--- src/rtl/bitproc_pkg.sv ---
package bitproc_pkg;

  localparam int OP_W = 4;

  typedef enum logic [OP_W-1:0] {
    BOP_SET   = 4'd0,
    BOP_CLR   = 4'd1,
    BOP_INV   = 4'd2,
    BOP_TOC   = 4'd3,
    BOP_FROMC = 4'd4,
    BOP_AND   = 4'd5,
    BOP_ANDN  = 4'd6,
    BOP_OR    = 4'd7,
    BOP_ORN   = 4'd8,
    BOP_JSET  = 4'd9,
    BOP_JCLR  = 4'd10,
    BOP_JSCLR = 4'd11
  } bop_e;

  typedef struct packed {
    logic bit_new;
    logic wr;
    logic carry_new;
    logic jump;
  } bop_res_t;

  // Result of one bit operation on bit value b with carry c.
  function automatic bop_res_t bop_eval(input logic [OP_W-1:0] op, input logic b, input logic c);
    bop_res_t r;
    r.bit_new   = b;
    r.wr        = 1'b0;
    r.carry_new = c;
    r.jump      = 1'b0;
    case (op)
      BOP_SET:   begin r.bit_new = 1'b1; r.wr = 1'b1; end
      BOP_CLR:   begin r.bit_new = 1'b0; r.wr = 1'b1; end
      BOP_INV:   begin r.bit_new = ~b;   r.wr = 1'b1; end
      BOP_TOC:   r.carry_new = b;
      BOP_FROMC: begin r.bit_new = c; r.wr = 1'b1; end
      BOP_AND:   r.carry_new = c & b;
      BOP_ANDN:  r.carry_new = c & ~b;
      BOP_OR:    r.carry_new = c | b;
      BOP_ORN:   r.carry_new = c | ~b;
      BOP_JSET:  r.jump = b;
      BOP_JCLR:  r.jump = ~b;
      BOP_JSCLR: begin r.jump = b; r.wr = b; r.bit_new = 1'b0; end
      default:   ;
    endcase
    return r;
  endfunction

endpackage

--- src/rtl/bitproc_addr_map.sv ---
module bitproc_addr_map #(
  parameter int              ADDR_W   = 8,
  parameter int              IDX_W    = 3,
  parameter logic [ADDR_W-1:0] RAM_BASE = 8'h20
) (
  input  logic [ADDR_W-1:0] bit_addr,
  output logic [ADDR_W-1:0] byte_addr,
  output logic [IDX_W-1:0]  bit_idx
);
  logic upper_half;
  assign upper_half = bit_addr[ADDR_W-1];
  assign bit_idx    = bit_addr[IDX_W-1:0];
  assign byte_addr  = upper_half ? {bit_addr[ADDR_W-1:IDX_W], {IDX_W{1'b0}}}
                                 : RAM_BASE + ADDR_W'(bit_addr[ADDR_W-2:IDX_W]);
endmodule

--- src/rtl/bitproc_alu.sv ---
module bitproc_alu
  import bitproc_pkg::*;
#(
  parameter int DATA_W = 8,
  parameter int IDX_W  = 3
) (
  input  logic [OP_W-1:0]   op,
  input  logic [DATA_W-1:0] rdata,
  input  logic [IDX_W-1:0]  bit_idx,
  input  logic              carry,
  input  logic              cy_hit,
  output logic [DATA_W-1:0] wdata,
  output logic              wr,
  output logic              carry_new,
  output logic              jump
);
  logic     bit_cur;
  bop_res_t res;

  always_comb begin
    bit_cur   = cy_hit ? carry : rdata[bit_idx];
    res       = bop_eval(op, bit_cur, carry);
    wr        = res.wr;
    jump      = res.jump;
    carry_new = (cy_hit && res.wr) ? res.bit_new : res.carry_new;
  end

  for (genvar g = 0; g < DATA_W; g++) begin : g_merge
    assign wdata[g] = (bit_idx == IDX_W'(g)) ? res.bit_new : rdata[g];
  end
endmodule

--- src/rtl/bitproc_seq.sv ---
module bitproc_seq #(
  parameter int ADDR_W = 8,
  parameter int OP_W   = 4
) (
  input  logic              clk,
  input  logic              rst_n,
  input  logic              op_valid,
  input  logic [OP_W-1:0]   op_code,
  input  logic [ADDR_W-1:0] bit_addr,
  input  logic              carry_in,
  output logic              ready,
  output logic              rd_phase,
  output logic              ex_phase,
  output logic [OP_W-1:0]   lat_op,
  output logic [ADDR_W-1:0] lat_addr,
  output logic              lat_carry
);
  typedef enum logic [1:0] {S_IDLE, S_READ, S_EXEC} st_e;
  st_e st;

  always_ff @(posedge clk) begin
    if (!rst_n) begin
      st        <= S_IDLE;
      lat_op    <= '0;
      lat_addr  <= '0;
      lat_carry <= 1'b0;
    end else begin
      case (st)
        S_IDLE: if (op_valid) begin
          st        <= S_READ;
          lat_op    <= op_code;
          lat_addr  <= bit_addr;
          lat_carry <= carry_in;
        end
        S_READ:  st <= S_EXEC;
        default: st <= S_IDLE;
      endcase
    end
  end

  assign ready    = (st == S_IDLE);
  assign rd_phase = (st == S_READ);
  assign ex_phase = (st == S_EXEC);
endmodule

--- src/rtl/bitproc_unit.sv ---
module bitproc_unit
  import bitproc_pkg::*;
#(
  parameter int                ADDR_W   = 8,
  parameter int                DATA_W   = 8,
  parameter logic [ADDR_W-1:0] RAM_BASE = 8'h20,
  parameter logic [ADDR_W-1:0] CY_ADDR  = 8'hD7
) (
  input  logic              clk,
  input  logic              rst_n,
  input  logic              op_valid,
  output logic              op_ready,
  input  logic [OP_W-1:0]   op_code,
  input  logic [ADDR_W-1:0] bit_addr,
  input  logic              carry_in,
  output logic [ADDR_W-1:0] mem_addr,
  output logic              mem_rd_en,
  input  logic [DATA_W-1:0] mem_rdata,
  output logic              mem_wr_en,
  output logic [DATA_W-1:0] mem_wdata,
  output logic              done,
  output logic              carry_out,
  output logic              jump_taken
);
  localparam int IDX_W = $clog2(DATA_W);

  // named internal events
  logic              evt_rd;
  logic              evt_ex;
  logic [OP_W-1:0]   lat_op;
  logic [ADDR_W-1:0] lat_addr;
  logic              lat_carry;
  logic [IDX_W-1:0]  sel_idx;
  logic              cy_hit;
  logic              alu_wr;
  logic              alu_carry;
  logic              alu_jump;

  bitproc_seq #(.ADDR_W(ADDR_W), .OP_W(OP_W)) u_seq (
    .clk(clk), .rst_n(rst_n), .op_valid(op_valid), .op_code(op_code),
    .bit_addr(bit_addr), .carry_in(carry_in), .ready(op_ready),
    .rd_phase(evt_rd), .ex_phase(evt_ex), .lat_op(lat_op),
    .lat_addr(lat_addr), .lat_carry(lat_carry)
  );

  bitproc_addr_map #(.ADDR_W(ADDR_W), .IDX_W(IDX_W), .RAM_BASE(RAM_BASE)) u_map (
    .bit_addr(lat_addr), .byte_addr(mem_addr), .bit_idx(sel_idx)
  );

  assign cy_hit = (lat_addr == CY_ADDR);

  bitproc_alu #(.DATA_W(DATA_W), .IDX_W(IDX_W)) u_alu (
    .op(lat_op), .rdata(mem_rdata), .bit_idx(sel_idx), .carry(lat_carry),
    .cy_hit(cy_hit), .wdata(mem_wdata), .wr(alu_wr),
    .carry_new(alu_carry), .jump(alu_jump)
  );

  assign mem_rd_en  = evt_rd;
  assign done       = evt_ex;
  assign mem_wr_en  = evt_ex & alu_wr;
  assign carry_out  = evt_ex & alu_carry;
  assign jump_taken = evt_ex & alu_jump;
endmodule

--- config.mk ---
export PLATFORM = sky130hd
export DESIGN_NAME = bitproc_unit
export DESIGN_NICKNAME = d
export VERILOG_FILES = /design/src/rtl/bitproc_pkg.sv /design/src/rtl/bitproc_addr_map.sv /design/src/rtl/bitproc_alu.sv /design/src/rtl/bitproc_seq.sv /design/src/rtl/bitproc_unit.sv
export SDC_FILE = /design/constraint.sdc
export NUM_CORES = 1
export LEC_CHECK = 0
export BUFFER_PORTS_ARGS = -buffer_cell sky130_fd_sc_hd__buf_2
export CAP_MARGIN = 20
export CORE_MARGIN = 5
export CORE_UTILIZATION = 55
export CTS_BUF_LIST = sky130_fd_sc_hd__clkbuf_4
export CTS_CLUSTER_DIAMETER = 30
export CTS_CLUSTER_SIZE = 40
export DETAILED_ROUTE_END_ITERATION = 12
export PLACE_DENSITY = 0.95
export SLEW_MARGIN = 25
export SYNTH_ARGS = -nofsm -noshare
export SYNTH_HDL_FRONTEND = slang
export SYNTH_HIERARCHICAL = 1
export SYNTH_SLANG_ARGS = --single-unit
export TNS_END_PERCENT = 50
--- constraint.sdc ---
create_clock -name clk -period 6.25 [get_ports clk]
set_clock_uncertainty 0.1 [all_clocks]
set_input_delay 0.625 -clock clk [delete_from_list [all_inputs] [get_ports clk]]
set_output_delay 0.625 -clock clk [all_outputs]
set_load 0.05 [all_outputs]
==> summary.txt <==
Crit start category -> register
Syn Inst Count -> 157
RSZ-0062 raised after global routing -> no
GP Congestion -> 0.951
Slew margin rel. -> 44.9%
Detail Route Antenna Nets -> 0
Row count -> 17
Post-synth top flop -> dfxtp_1
Via density -> 5.57
Initial core utilization -> 58.0%
Clock Tree Buf Depth -> 2
Clock latency at the later pin of the worst-skew pair -> 0.27 ns
Critical path startpoint -> u_seq/lat_addr[1]$_SDFFE_PN0P_
# Max-Cap Violations -> 0
Core Area -> 2230 µm²
Yosys Warn Count -> 6
Top-count cell post-synth -> nand2_1
Die boundary height -> 58.5 µm
Vias in the first global route -> 1125
Nets -> 217
Largest net degree at the start of global routing -> 29
Drt wl/cell -> 13.2 µm
Worst-Margin Slew -> 0.826 ns
Clock root buffer -> clkbuf_4
# hold bufs at CTS -> 0
Max Freq -> 0.265 GHz
Biggest area consumer among synthesized cells -> dfxtp_1
Synth Net Count -> 181
CP Capture Type -> primary output
HP Class -> reg2reg
Post-CTS setup buffers -> 0
Ant. Diodes -> 0
Final setup TNS -> 0 ns
Maximum vdd drop -> 201 µV
Share of layout cells above drive strength 1 -> 33.3%
Synth Area in XOR/XNOR -> 0.676%
Final Hold Vio Count -> 0
First-pass GRT wire length -> 4.72 mm
Worst-path clk slew -> 0.08 ns
Critical path class -> reg2out
Status -> finished clean
Inserted Clock Buffers -> 3
Grt ovf -> 0
DR iter-0 viols -> 29
Post-synth EDFFs -> 0
Area share of the largest cell type after synthesis -> 23.2%
Arr. time, crit path -> 3.04 ns
Syn avg cell area -> 8.26 µm²
Remaining DRCs -> 0
CTS tree -> yes
Area growth syn-to-layout -> 15.4%
Io pins -> 46
Worst EP required -> 5.52 ns
Distinct cells, synth -> 45
CTS resizes -> 0
Final min period -> 3.77 ns
Number of port buffers -> 45
Fin crit share -> 60.3%
Fin. max-slew vios -> 0
Initial antenna violation count -> 0
Post-DP HPWL -> 2.11 mm
Post-Syn Area -> 1300 µm²
Largest cells by area after synthesis -> dfxtp_1 23%, mux2i_1 14%, nand2_1 10%
FFs w/ async S/R, synth -> 0%
GRT Total Usage -> 17.1%
Sequential share of the synthesized area -> 23.2%
Main combinational cell family by area after synthesis -> simple AND/OR/NAND/NOR gates
Area fraction in and, or, nand and nor cells after synthesis -> 32.0%
Clock sinks -> 15
Final WL -> 2.91 mm
Leakage power -> 0.677 nW
Fin util -> 67.0%
Pre-antenna DRT Iters -> 4
Die width -> 58.5 µm
H-tree levels -> 1
Seq cells post-synth -> 15
Synth Area in Compound Gates -> 14.9%
Multiplexer area fraction after synthesis -> 22.0%
Count of endpoints failing setup in the final report -> 0
Die Footprint -> 3430 µm²
Post-Synth Adder-Cell Area -> 0%
Pwr Density -> 189 nW/µm²
Worst-path fanout max -> 14
Origin of the worst min-delay path -> u_seq/lat_addr[3]$_SDFFE_PN0P_
Critical R2R Launch -> u_seq/st[1]$_SDFFE_PN0P_
Via count -> 1226
Most frequent cells after synthesis -> 36 x nand2_1, 18 x mux2i_1, 15 x dfxtp_1
-- per-layer routing --
layer	vias up	track usage, %	part of all wire, %
met1	554	21.6	44
met5	-	0	0
li1	619	-	-
met4	0	2.98	0.31
met2	51	29.3	47
met3	2	4.39	8.8
-- power breakdown --
group | total (W) | internal, W | leakage, nW | switching [W]
clock | 0.0000564 | 0.0000290 | 0.0184 | 0.0000273
combinational | 0.000109 | 0.0000403 | 0.535 | 0.0000692
sequential | 0.000117 | 0.000102 | 0.123 | 0.0000150
-- through the flow --
stage               area [µm²]  total power [W]  setup WS (ns)  hold WS, ns  instances
floorplan                 1300         0.000207           3.30        0.334        157
global placement          1470         0.000225           2.93        0.372        216
detailed placement        1470         0.000227           2.82        0.380        216
CTS                       1500         0.000285           2.49        0.394        220
global route              1500         0.000299           2.18        0.426        220
finish                    1500         0.000283           2.48        0.389        220
-- logic make-up (layout without fill, tap and decap cells) --
kind of cell	Yosys count	in the layout
AO/OA/AOI/OAI	21	21
XOR/XNOR	1	1
buffers and inverters	15	50
flip-flops	15	15
multiplexers	27	27
AND/OR/NAND/NOR	78	78
-- final timing paths --
path | endpoint | slack, ns | cells past startpoint
setup / recovery | carry_out | 2.48 | 9
hold / removal | u_seq/lat_addr[3]$_SDFFE_PN0P_ | 0.39 | 2
setup reg to reg | u_seq/lat_op[1]$_SDFFE_PN0P_ | 4.75 | 2
hold reg to reg | u_seq/lat_addr[3]$_SDFFE_PN0P_ | 0.39 | 2
-- final cells by class --
class | instances | area, µm²
clock buffer | 4 | 30.0
sequential | 15 | 300
tap | 28 | 35.0
fill | 194 | 737
timing repair buffer | 45 | 225
multi-input combinational | 127 | 902
inverter | 1 | 3.75
-- critical path: stages (launching register included) --
cell      delay [ns]
dfxtp_1         0.65
nand4b_1        0.14
nor2_1          0.41
nand2_1         0.15
o21ai_0         0.19
a32oi_1         0.08
a311oi_2        0.51
a32o_1          0.26
and2_1          0.11
buf_2           0.25
-- flip-flops by register name, summed over array words and instances (netlist names) --
name             cells
u_seq/st             2
u_seq/lat_op         4
u_seq/lat_carry      1
u_seq/lat_addr       8
-- cells in the final DEF (no fill, tap or decap), drive strengths merged, types with 2 or more instances in the layout --
cell,synthesis,final
nor2b,7,7
dfxtp,15,15
nand2b,2,2
nor3b,3,3
clkbuf,3,4
a221oi,2,2
and2b,4,4
nand4b,2,2
mux2i,18,18
o21ai,2,2
and2,8,8
o22ai,3,3
a21oi,3,3
mux2,9,9
nand2,36,36
a21boi,2,2
buf,11,45
nor2,9,9
(Power assumes the default switching activity.)
